## src/rtl/ctrl_pkg.sv

```systemverilog
package ctrl_pkg;

    localparam int OPC_W = 6;
    localparam int FN_W  = 6;
    localparam int AOP_W = 4;

    localparam logic [OPC_W-1:0] OPC_RTYPE = 6'h00;
    localparam logic [OPC_W-1:0] OPC_LOAD  = 6'h23;
    localparam logic [OPC_W-1:0] OPC_STORE = 6'h2B;
    localparam logic [OPC_W-1:0] OPC_BEQ   = 6'h04;
    localparam logic [OPC_W-1:0] OPC_JUMP  = 6'h02;

    localparam logic [FN_W-1:0] FN_ADD = 6'h20;
    localparam logic [FN_W-1:0] FN_SUB = 6'h22;
    localparam logic [FN_W-1:0] FN_AND = 6'h24;
    localparam logic [FN_W-1:0] FN_OR  = 6'h25;
    localparam logic [FN_W-1:0] FN_XOR = 6'h26;
    localparam logic [FN_W-1:0] FN_SLT = 6'h2A;

    localparam logic [AOP_W-1:0] AOP_AND = 4'b0000;
    localparam logic [AOP_W-1:0] AOP_OR  = 4'b0001;
    localparam logic [AOP_W-1:0] AOP_ADD = 4'b0010;
    localparam logic [AOP_W-1:0] AOP_XOR = 4'b0011;
    localparam logic [AOP_W-1:0] AOP_SUB = 4'b0110;
    localparam logic [AOP_W-1:0] AOP_SLT = 4'b0111;

    typedef enum logic [1:0] {
        CLS_ADD  = 2'b00,
        CLS_SUB  = 2'b01,
        CLS_FUNC = 2'b10
    } alu_class_e;

    typedef struct packed {
        logic              reg_we;
        logic              dst_rd;
        logic              alu_imm;
        logic              mem_rd;
        logic              mem_we;
        logic              mem_to_reg;
        logic              branch;
        logic              jump;
        logic [AOP_W-1:0]  alu_op;
    } ctrl_t;

    localparam ctrl_t CTRL_IDLE = '{default: 1'b0, alu_op: AOP_ADD};

endpackage

```

## src/rtl/ctrl_main_dec.sv

```systemverilog
module ctrl_main_dec
    import ctrl_pkg::*;
(
    input  logic [OPC_W-1:0] opcode_i,
    output ctrl_t            ctl_o,
    output alu_class_e       cls_o,
    output logic             is_rtype_o
);

    always_comb begin
        ctl_o      = CTRL_IDLE;
        cls_o      = CLS_ADD;
        is_rtype_o = 1'b0;
        unique case (opcode_i)
            OPC_RTYPE: begin
                ctl_o.reg_we = 1'b1;
                ctl_o.dst_rd = 1'b1;
                cls_o        = CLS_FUNC;
                is_rtype_o   = 1'b1;
            end
            OPC_LOAD: begin
                ctl_o.reg_we     = 1'b1;
                ctl_o.alu_imm    = 1'b1;
                ctl_o.mem_rd     = 1'b1;
                ctl_o.mem_to_reg = 1'b1;
            end
            OPC_STORE: begin
                ctl_o.alu_imm = 1'b1;
                ctl_o.mem_we  = 1'b1;
            end
            OPC_BEQ: begin
                ctl_o.branch = 1'b1;
                cls_o        = CLS_SUB;
            end
            OPC_JUMP: begin
                ctl_o.jump = 1'b1;
            end
            default: ;
        endcase
    end

endmodule

```

## src/rtl/ctrl_alu_dec.sv

```systemverilog
module ctrl_alu_dec
    import ctrl_pkg::*;
(
    input  alu_class_e       cls_i,
    input  logic [FN_W-1:0]  funct_i,
    output logic [AOP_W-1:0] alu_op_o,
    output logic             fn_ok_o
);

    always_comb begin
        alu_op_o = AOP_ADD;
        fn_ok_o  = 1'b1;
        case (cls_i)
            CLS_SUB:  alu_op_o = AOP_SUB;
            CLS_FUNC: begin
                case (funct_i)
                    FN_ADD:  alu_op_o = AOP_ADD;
                    FN_SUB:  alu_op_o = AOP_SUB;
                    FN_AND:  alu_op_o = AOP_AND;
                    FN_OR:   alu_op_o = AOP_OR;
                    FN_XOR:  alu_op_o = AOP_XOR;
                    FN_SLT:  alu_op_o = AOP_SLT;
                    default: fn_ok_o  = 1'b0;
                endcase
            end
            default:  alu_op_o = AOP_ADD;
        endcase
    end

endmodule

```

## src/rtl/ctrl_decoder.sv

```systemverilog
module ctrl_decoder
    import ctrl_pkg::*;
(
    input  logic             clk,
    input  logic             rst_n,
    input  logic [5:0]       opcode_i,
    input  logic [5:0]       funct_i,
    output logic             reg_we_o,
    output logic             dst_rd_o,
    output logic             alu_imm_o,
    output logic             mem_rd_o,
    output logic             mem_we_o,
    output logic             mem_to_reg_o,
    output logic             branch_o,
    output logic             jump_o,
    output logic [3:0]       alu_op_o
);

    ctrl_t            main_ctl;
    alu_class_e       main_cls;
    logic             main_rtype;
    logic [AOP_W-1:0] sub_op;
    logic             sub_ok;
    ctrl_t            ctrl_d;
    ctrl_t            ctrl_q;

    ctrl_main_dec i_main (
        .opcode_i   (opcode_i),
        .ctl_o      (main_ctl),
        .cls_o      (main_cls),
        .is_rtype_o (main_rtype)
    );

    ctrl_alu_dec i_alu (
        .cls_i    (main_cls),
        .funct_i  (funct_i),
        .alu_op_o (sub_op),
        .fn_ok_o  (sub_ok)
    );

    always_comb begin
        ctrl_d        = main_ctl;
        ctrl_d.alu_op = sub_op;
        if (main_rtype && !sub_ok) begin
            ctrl_d = CTRL_IDLE;
        end
    end

    always_ff @(posedge clk or negedge rst_n) begin
        if (!rst_n) begin
            ctrl_q <= '0;
        end else begin
            ctrl_q <= ctrl_d;
        end
    end

    assign reg_we_o     = ctrl_q.reg_we;
    assign dst_rd_o     = ctrl_q.dst_rd;
    assign alu_imm_o    = ctrl_q.alu_imm;
    assign mem_rd_o     = ctrl_q.mem_rd;
    assign mem_we_o     = ctrl_q.mem_we;
    assign mem_to_reg_o = ctrl_q.mem_to_reg;
    assign branch_o     = ctrl_q.branch;
    assign jump_o       = ctrl_q.jump;
    assign alu_op_o     = ctrl_q.alu_op;

endmodule

```

## config.mk

```make
export PLATFORM = sky130hd
export DESIGN_NAME = ctrl_decoder
export DESIGN_NICKNAME = d
export VERILOG_FILES = /design/src/rtl/ctrl_pkg.sv /design/src/rtl/ctrl_main_dec.sv /design/src/rtl/ctrl_alu_dec.sv /design/src/rtl/ctrl_decoder.sv
export SDC_FILE = /design/constraint.sdc
export NUM_CORES = 1
export LEC_CHECK = 0
export BUFFER_PORTS_ARGS = -buffer_cell sky130_fd_sc_hd__clkbuf_2
export CAP_MARGIN = 20
export CORE_AREA = 2 2 39 41
export CTS_CLUSTER_SIZE = 40
export DETAILED_ROUTE_END_ITERATION = 6
export DIE_AREA = 0 0 41 43
export PLACE_DENSITY_LB_ADDON = 0.2
export SETUP_SLACK_MARGIN = 0.02
export SLEW_MARGIN = 30
export SYNTH_ARGS = -nofsm -noshare
export SYNTH_HDL_FRONTEND = slang
export SYNTH_SLANG_ARGS = --single-unit
```

## constraint.sdc

```tcl
create_clock -name clk -period 1.15 [get_ports clk]
set_input_delay 0.23 -clock clk [delete_from_list [all_inputs] [get_ports clk]]
set_output_delay 0.23 -clock clk [all_outputs]
set_load 0.05 [all_outputs]
```

==> run_results.csv, run 1 <==
group,metric,value,unit
outcome,status,"finished with violations",
outcome,failed_checks,"setup timing",
synth,syn_inst,48,
layout,fin_util,58.14,%
synth,synth_edf_count,0,
die,die_y,43,um
die,row_count,14,
detailed_routing,firstDrtPassIters,2,
synth,ys_async_sr_fraction,100.0,%
critical_path,critPathLaunch,"opcode_i[0]",
synth,seq_area_frac_synth,50.51,%
critical_path,crit_required,1.33,ns
power,p_leak,0.4298,nW
clocking,htree_num_levels,1,
timing,post-route-min-period,1.907,ns
detailed_routing,drc,0,
clocking,cts_tree,"built",
die,dieArea,0.001763,sq mm
layout,area_growth,62.37,%
global_route,grt_max_degree,11,
synth,synth_cell_types,23,
worst_hold_path,min_from,"funct_i[0]",
run,maxCapViolCount,0,
timing,hold_viol,0,
global_route,antenna_found_initial,0,
layout,fin_nets,104,
die,start_util,35.80,%
detailed_routing,via_per_inst,4.490,
layout,drive_above_1_share,58.14,%
global_route,grt_usage,12.25,%
timing,fin_setup_tns,-2.626,ns
critical_path,path_class,"in -> reg",
global_route,grt_pass1_wl,1.504,mm
critical_path,start_kind,"input port",
place,port-buffer-count,24,
detailed_routing,antenna_left,0,
clocking,cts_buffers,3,
clocking,clockBufferDepth,2,
power,totalPowerFinal,0.6942,mW
clocking,cts.sink_count,10,
timing,finalCritPeriodShare,165.8,%
critical_path,path_max_fanout,3,
synth,netlist_area,495.5,sq um
timing,holdWs,0.2287,ns
layout,n_antenna_cell,0,
place,place.gp.congestion,0.7120,
detailed_routing,wire_per_inst,9.275,um
synth,syn-num-nets,64,
global_route,grt_overflow,0,
clocking,clk_pin_slew,0.06,ns
timing,setup_ws,-0.7565,ns
critical_path,end_kind,"register",
clocking,clockRootBuffer,"clkbuf_4",
power,vdd_ir_drop_max,0.4019,mV
detailed_routing,drtIter0Drc,2,
synth,avgSynthCellArea,10.32,sq um
die,io_pins,26,
worst_hold_path,worstHoldPathType,"in -> reg",
timing,rsz0062_at_grt,"yes",
place,hpwl,706.8,um
critical_path,arrival,2.09,ns
power,power_density,862.8,mW/mm^2
detailed_routing,totalWireLength,946,um
global_route,first_global_vias,406,
timing,slew_violations,0,
timing,setup_viol,5,
synth,ys_ff_latch,10,
detailed_routing,vias,458,
synth,yosys_warnings,0,
synth,ys.flop_type,"dfrtp_1",
die,fp.dieW,41,um
die,coreArea,0.001384,sq mm
timing,max_freq,524.5,MHz
-- layout make-up --
class	instances	area (sq um)
tap	16	20.02
multi-input combinational	31	254.0
inverter	5	21.27
fill	135	579.3
clock buffer	3	22.52
timing repair buffer	37	236.5
sequential	10	250.2
-- Yosys cell counts, types with 2 or more instances --
| cell | instances | area share (%) |
|---|---|---|
| dfrtp_1 | 10 | 51 |
| nand2b_1 | 2 | 2.5 |
| buf_4 | 2 | 3.0 |
| inv_1 | 4 | 3.0 |
| nand3b_1 | 2 | 3.0 |
| or3_1 | 2 | 2.5 |
| ha_1 | 2 | 5.0 |
| nor2_1 | 5 | 3.8 |
| nand2_1 | 4 | 3.0 |
| a21oi_1 | 2 | 2.0 |
-- critical path, stage by stage --
cell,delay (ns)
buf_6,0.09
or4_4,0.56
nor3_4,0.19
ha_4,0.23
nand3b_1,0.16
or4b_1,0.49
a22oi_2,0.13
-- per-layer routing --
metal | GRT usage, % | vias up | part of all wire (%)
met5 | 0 | - | 0
li1 | - | 236 | -
met2 | 18.75 | 15 | 54
met3 | 0 | 2 | 5.0
met1 | 15.18 | 205 | 39
met4 | 10.00 | 0 | 1.5
-- power by group --
group          internal (mW)  total (mW)  switching (mW)
combinational         0.0509       0.115          0.0643
sequential             0.355       0.356        0.000876
clock                  0.120       0.223           0.103
total                  0.526       0.694           0.168
-- registers in the layout, indices dropped and copies added (netlist names) --
| register | count |
|---|---|
| mem_rd_o | 1 |
| alu_op_o | 3 |
| reg_we_o | 1 |
| jump_o | 1 |
| alu_imm_o | 1 |
| mem_we_o | 1 |
| branch_o | 1 |
| dst_rd_o | 1 |
-- cell usage in the layout (no fill, tap or decap), types with 2 or more instances in the layout --
cell type / Yosys / layout
clkbuf_2: 0 / 21
nand2b_1: 2 / 2
nand3b_1: 2 / 2
nor2_1: 5 / 4
nand2_1: 4 / 3
or3_1: 2 / 2
buf_4: 2 / 10
dfrtp_1: 10 / 10
ha_4: 0 / 2
clkbuf_4: 0 / 4
inv_1: 4 / 3
buf_6: 0 / 3
-- stage by stage --
step,instance area [sq um],setup slack [ns],instances
after detailed placement,680.7,-1.100,94
after global routing,804.5,-0.8277,102
after CTS,794.5,-0.7583,103
after floorplan,495.5,-0.9324,48
final,804.5,-0.7565,102
after global placement,680.7,-1.056,94
-- final timing paths --
check / end / cells past startpoint
worst max-delay path: alu_op_o[2] / 7
min in group asynchronous: dst_rd_o / 2
worst min-delay path: alu_op_o[0] / 3
max in group asynchronous: reg_we_o / 2
-- repair_timing --
item	in CTS	in global routing
endpoints found under the setup margin	5	8
resized for setup	11	9
hold endpoints to repair	10	0
pin swaps	2	3
setup buffers	6	3
hold buffers	1	0
-- logic make-up after synthesis --
logic type	synth area share, %
compound gates	8.588
xor+xnor	1.768
fa+ha+maj	5.050
buf+inv	6.816
flops	50.51
other cells	0.7568
simple gates	26.52
No activity file was read; power rests on OpenSTA's default activity.
==> inputs of run 2 (changes only) <==
==> constraint.sdc (replaced) <==
create_clock -name clk -period 1.15 [get_ports clk]
set_input_delay 0.23 -clock clk [delete_from_list [all_inputs] [get_ports clk]]
set_output_delay 0.23 -clock clk [all_outputs]
set_load 0.02 [all_outputs]
==> run 2 against run 1 <==
Effect of this change: the flow still finishes with violations (setup timing); worst setup slack unchanged; count of clock-buffer cells in the layout unchanged; cell area down 0.31%; global-route usage unchanged; clock power about the same; combinational power down 11%; non-clock buffer count unchanged; sequential cell count unchanged; critical path depth unchanged; critical endpoint unchanged; largest cell class unchanged; largest power group unchanged; highest routed layer unchanged.
==> run_results.csv, run 2 (synthesis results as in run 1) <==
group,metric,value,unit
layout,largest_register_ff_count,3,
place,place.gp.congestion,0.7120,
critical_path,arrival,2.09,ns
detailed_routing,via_per_inst,4.490,
timing,setup_viol,5,
die,dieArea,0.001763,sq mm
power,p_clk_share,32.7,%
global_route,grt_pass1_wl,1.504,mm
global_route,first_global_vias,406,
die,start_util,35.80,%
critical_path,path_max_fanout,3,
power,power_density,848.5,mW/mm^2
layout,n_antenna_cell,0,
timing,max_freq,524.5,MHz
layout,fin_nets,104,
layout,drive_above_1_share,58.14,%
power,power_frac_seq,52.4,%
outcome,status,"finished with violations",
detailed_routing,totalWireLength,946,um
detailed_routing,drtIter0Drc,2,
clocking,htree_num_levels,1,
power,p_int,0.5262,mW
worst_hold_path,hold_path_depth,3,
power,combPwrFrac,14.9,%
clocking,clk_pin_slew,0.06,ns
die,coreArea,0.001384,sq mm
die,die_y,43,um
detailed_routing,wire_per_inst,9.275,um
global_route,grt_overflow,0,
clocking,cts.sink_count,10,
layout,final_common_cell,"clkbuf_2",
detailed_routing,firstDrtPassIters,2,
global_route,grt_usage,12.25,%
global_route,grt_max_degree,11,
timing,rsz0062_at_grt,"yes",
critical_path,path_class,"in -> reg",
die,row_count,14,
power,p_switching,0.1543,mW
layout,nFillCells,137,
detailed_routing,vias,458,
detailed_routing,drc,0,
timing,finalCritPeriodShare,165.8,%
layout,area_growth,61.87,%
timing,post-route-min-period,1.907,ns
global_route,antenna_found_initial,0,
place,placed_area,680.7,sq um
clocking,clockBufferDepth,2,
layout,final_cell_mix,"clkbuf_2, dfrtp_1, buf_4",
die,fp.dieW,41,um
outcome,failed_checks,"setup timing",
worst_hold_path,worstHoldPathType,"in -> reg",
clocking,cts_buffers,3,
clocking,cts_tree,"built",
timing,setup_ws,-0.7565,ns
layout,regArea,250.2,sq um
timing,hold_viol,0,
layout,multi_input_area,254.0,sq um
power,vdd_ir_drop_max,0.3983,mV
power,p_leak,0.4287,nW
run,maxCapViolCount,0,
power,swShare,22.68,%
place,port-buffer-count,24,
critical_path,start_kind,"input port",
critical_path,end_kind,"register",
layout,finalInstanceArea,802.0,sq um
critical_path,crit_required,1.33,ns
die,io_pins,26,
detailed_routing,antenna_left,0,
layout,fin_util,57.96,%
place,hpwl,706.8,um
timing,slew_violations,0,
clocking,clockRootBuffer,"clkbuf_4",
run 2: changes by cell type in the layout (fill, tap and decap cells not counted):
cell,change
clkbuf_4,-1
clkbuf_2,+2
buf_2,-1
run 2: final cells by class:
| class | count | share of cell area (%) |
|---|---|---|
| clock buffers | 3 | 2.808 |
| inverters | 5 | 2.652 |
| well taps | 16 | 2.496 |
| repair buffers | 37 | 29.17 |
| multi-input cells | 31 | 31.67 |
| flip-flops and latches | 10 | 31.20 |
run 2: metal layers:
metal,vias to the layer above,part of all wire (%),global-route usage [%]
met5,-,0,0
met4,0,1.5,10.00
met3,2,5.0,0
met2,15,54,18.75
met1,205,39,15.18
li1,236,-,-
run 2: through the flow:
stage | setup TNS (ns) | cells | worst slack [ns] | hold slack (ns) | power, mW
after CTS | -2.662 | 103 | -0.7583 | 0.2161 | 0.6868
after floorplan | -3.010 | 48 | -0.9324 | -0.06559 | 0.3957
after global placement | -4.168 | 94 | -1.056 | 0.09975 | 0.4500
after global routing | -2.870 | 102 | -0.8277 | 0.2388 | 0.7178
after detailed placement | -4.180 | 94 | -1.100 | 0.1023 | 0.4510
final | -2.626 | 102 | -0.7565 | 0.2287 | 0.6805
run 2: worst paths after layout:
| check | from | to |
|---|---|---|
| max | opcode_i[0] | alu_op_o[2] |
| min | funct_i[0] | alu_op_o[0] |
| min in group asynchronous | rst_n | dst_rd_o |
| max in group asynchronous | rst_n | reg_we_o |
run 2: critical path: stages:
cell and delay [ns]:
buf_6 0.09, or4_4 0.56, nor3_4 0.19, ha_4 0.23
nand3b_1 0.16, or4b_1 0.49, a22oi_2 0.13
run 2: power groups by stage:
| stage | Sequential [mW] | Clock [mW] | Combinational, mW |
|---|---|---|---|
| 2_1_floorplan | 0.368 | 0 | 0.0280 |
| 3_3_place_gp | 0.363 | 0 | 0.0874 |
| 3_5_place_dp | 0.363 | 0 | 0.0883 |
| 4_1_cts | 0.356 | 0.235 | 0.0953 |
| 5_1_grt | 0.356 | 0.248 | 0.113 |
| 6_report | 0.356 | 0.223 | 0.102 |
run 2: what timing repair did:
action | CTS | global route
setup buffers | 6 | 3
pin swaps | 2 | 3
hold endpoints to repair | 10 | 0
hold buffers | 1 | 0
setup endpoints to repair | 5 | 6
resized for setup | 11 | 6
==> inputs of run 3 (changes only) <==
CAP_MARGIN = unset   (was 20)
TNS_END_PERCENT = 10   (was unset)
==> run 3 against run 2 <==
Effect of this change: worst setup slack worse by 0.10 ns; hold slack gained 0.0052 ns; sequential cell count is the same; wire length decreased by 0.32%; via count is 5.7% lower; the flow still finishes with violations (setup timing); critical endpoint unchanged; critical path type unchanged; cell count fell by 4.9%; count of clock-buffer cells in the layout unchanged; non-clock buffer count shrank 5; core utilization is 6.1 points lower; clock power shrank 2%; power is 2.5% lower; first-iteration DRC count increased by 50%.
==> run_results.csv, run 3 (synthesis results as in run 1) <==
group,metric,value,unit
global_route,grt_pass1_wl,1.421,mm
power,p_leak,0.4005,nW
clocking,htree_num_levels,1,
critical_path,end_kind,"register",
place,port-buffer-count,24,
place,hpwl,774.2,um
critical_path,cp_top_family,"simple AND/OR/NAND/NOR gates",
place,placed_cells,92,
layout,final_cell_mix,"clkbuf_2, dfrtp_1, buf_4",
layout,n_antenna_cell,0,
layout,area_growth,44.95,%
die,coreArea,0.001384,sq mm
global_route,grt_overflow,0,
detailed_routing,via_per_inst,4.454,
detailed_routing,wire_per_inst,9.722,um
timing,hold_viol,0,
layout,fin_nets,99,
clocking,clockRootBuffer,"clkbuf_4",
critical_path,path_cells,"buf_6, or4_4, nor2_2, nand2_1, ha_1, nand3b_1, or4b_1, a22oi_1",
critical_path,slowest_stage,"or4_4",
timing,rsz0062_at_grt,"yes",
layout,final_cells,97,
place,place.gp.congestion,0.7305,
clocking,clk_pin_slew,0.06,ns
die,start_util,35.80,%
timing,post-route-min-period,2.007,ns
clocking,cts_buffers,3,
clocking,cts.sink_count,10,
critical_path,path_buf_inv,1,
outcome,status,"finished with violations",
power,power_density,924.2,mW/mm^2
global_route,antenna_found_initial,0,
detailed_routing,drc,0,
power,totalPowerFinal,0.6637,mW
timing,slew_violations,0,
critical_path,slowest_delay,0.56,ns
detailed_routing,firstDrtPassIters,4,
die,dieArea,0.001763,sq mm
layout,drive_above_1_share,48.15,%
critical_path,start_kind,"input port",
global_route,grt_usage,12.21,%
timing,fin_setup_tns,-2.750,ns
timing,finalCritPeriodShare,174.6,%
die,row_count,14,
critical_path,arrival,2.18,ns
die,die_y,43,um
detailed_routing,drtIter0Drc,3,
worst_hold_path,worstHoldPathType,"in -> reg",
run,maxCapViolCount,0,
detailed_routing,antenna_left,0,
global_route,first_global_vias,419,
detailed_routing,totalWireLength,943,um
critical_path,path_max_fanout,3,
timing,setup_ws,-0.8574,ns
critical_path,path_class,"in -> reg",
global_route,grt_max_degree,11,
die,io_pins,26,
outcome,failed_checks,"setup timing",
timing,setup_viol,5,
layout,fin_util,51.90,%
die,fp.dieW,41,um
layout,final_common_cell,"clkbuf_2",
detailed_routing,vias,432,
critical_path,crit_required,1.32,ns
power,vdd_ir_drop_max,0.3053,mV
clocking,clockBufferDepth,2,
layout,largest_register_ff_count,3,
clocking,cts_tree,"built",
timing,max_freq,498.1,MHz
-- run 3: cell types whose count changed in the layout (fill, tap and decap cells not counted), sizes merged --
cell,previous run,this run
buf,13,8
-- run 3: path summary, 6_finish.rpt --
kind | start | to | slack [ns] | cells past startpoint
setup / recovery | opcode_i[5] | alu_op_o[2] | -0.86 | 8
hold / removal | funct_i[0] | alu_op_o[0] | 0.23 | 3
max in group asynchronous | rst_n | branch_o | 0.59 | 2
min in group asynchronous | rst_n | alu_op_o[2] | 0.37 | 2
-- run 3: per-layer routing --
layer	part of all wire (%)	vias up	wire (um)	track usage [%]
met5	0	-	0	0
met4	0	0	0	12.00
met3	5.5	0	52	1.571
met2	58	13	549	20.00
met1	36	195	340	11.74
li1	-	224	-	-
-- run 3: what timing repair did --
item	in CTS	in global routing
endpoints found under the hold margin	10	0
pin swaps	3	2
buffers inserted	0	1
gates resized for setup	1	2
setup endpoints to repair	5	5
cloned	0	0
hold buffers	1	0
-- run 3: tightest hold or removal path, cell delays in order --
cell	delay (ns)
clkbuf_2	0.11
nand2_1	0.07
a21oi_2	0.05
-- run 3: cell type report --
type | count | area, sq um
fill | 127 | 665.6
clock buffer | 3 | 22.52
inverter | 5 | 18.77
tap | 16 | 20.02
sequential | 10 | 250.2
timing repair buffer | 32 | 188.9
multi-input combinational | 31 | 217.7
-- run 3: where the power goes --
group          switching [mW]  internal, mW  leakage, nW
Combinational          0.0473        0.0417        0.253
Clock                  0.0985         0.120       0.0138
Sequential            0.00103         0.356        0.134
Total                   0.147         0.517        0.400
-- run 3: through the flow --
stage	worst slack, ns	hold slack (ns)	instance area (sq um)
6_report	-0.8574	0.2339	718.2
4_1_cts	-0.8247	0.2168	700.7
3_5_place_dp	-1.122	0.09875	665.6
2_1_floorplan	-0.9330	-0.06559	495.5
5_1_grt	-0.9072	0.2508	718.2
3_3_place_gp	-1.098	0.09860	665.6
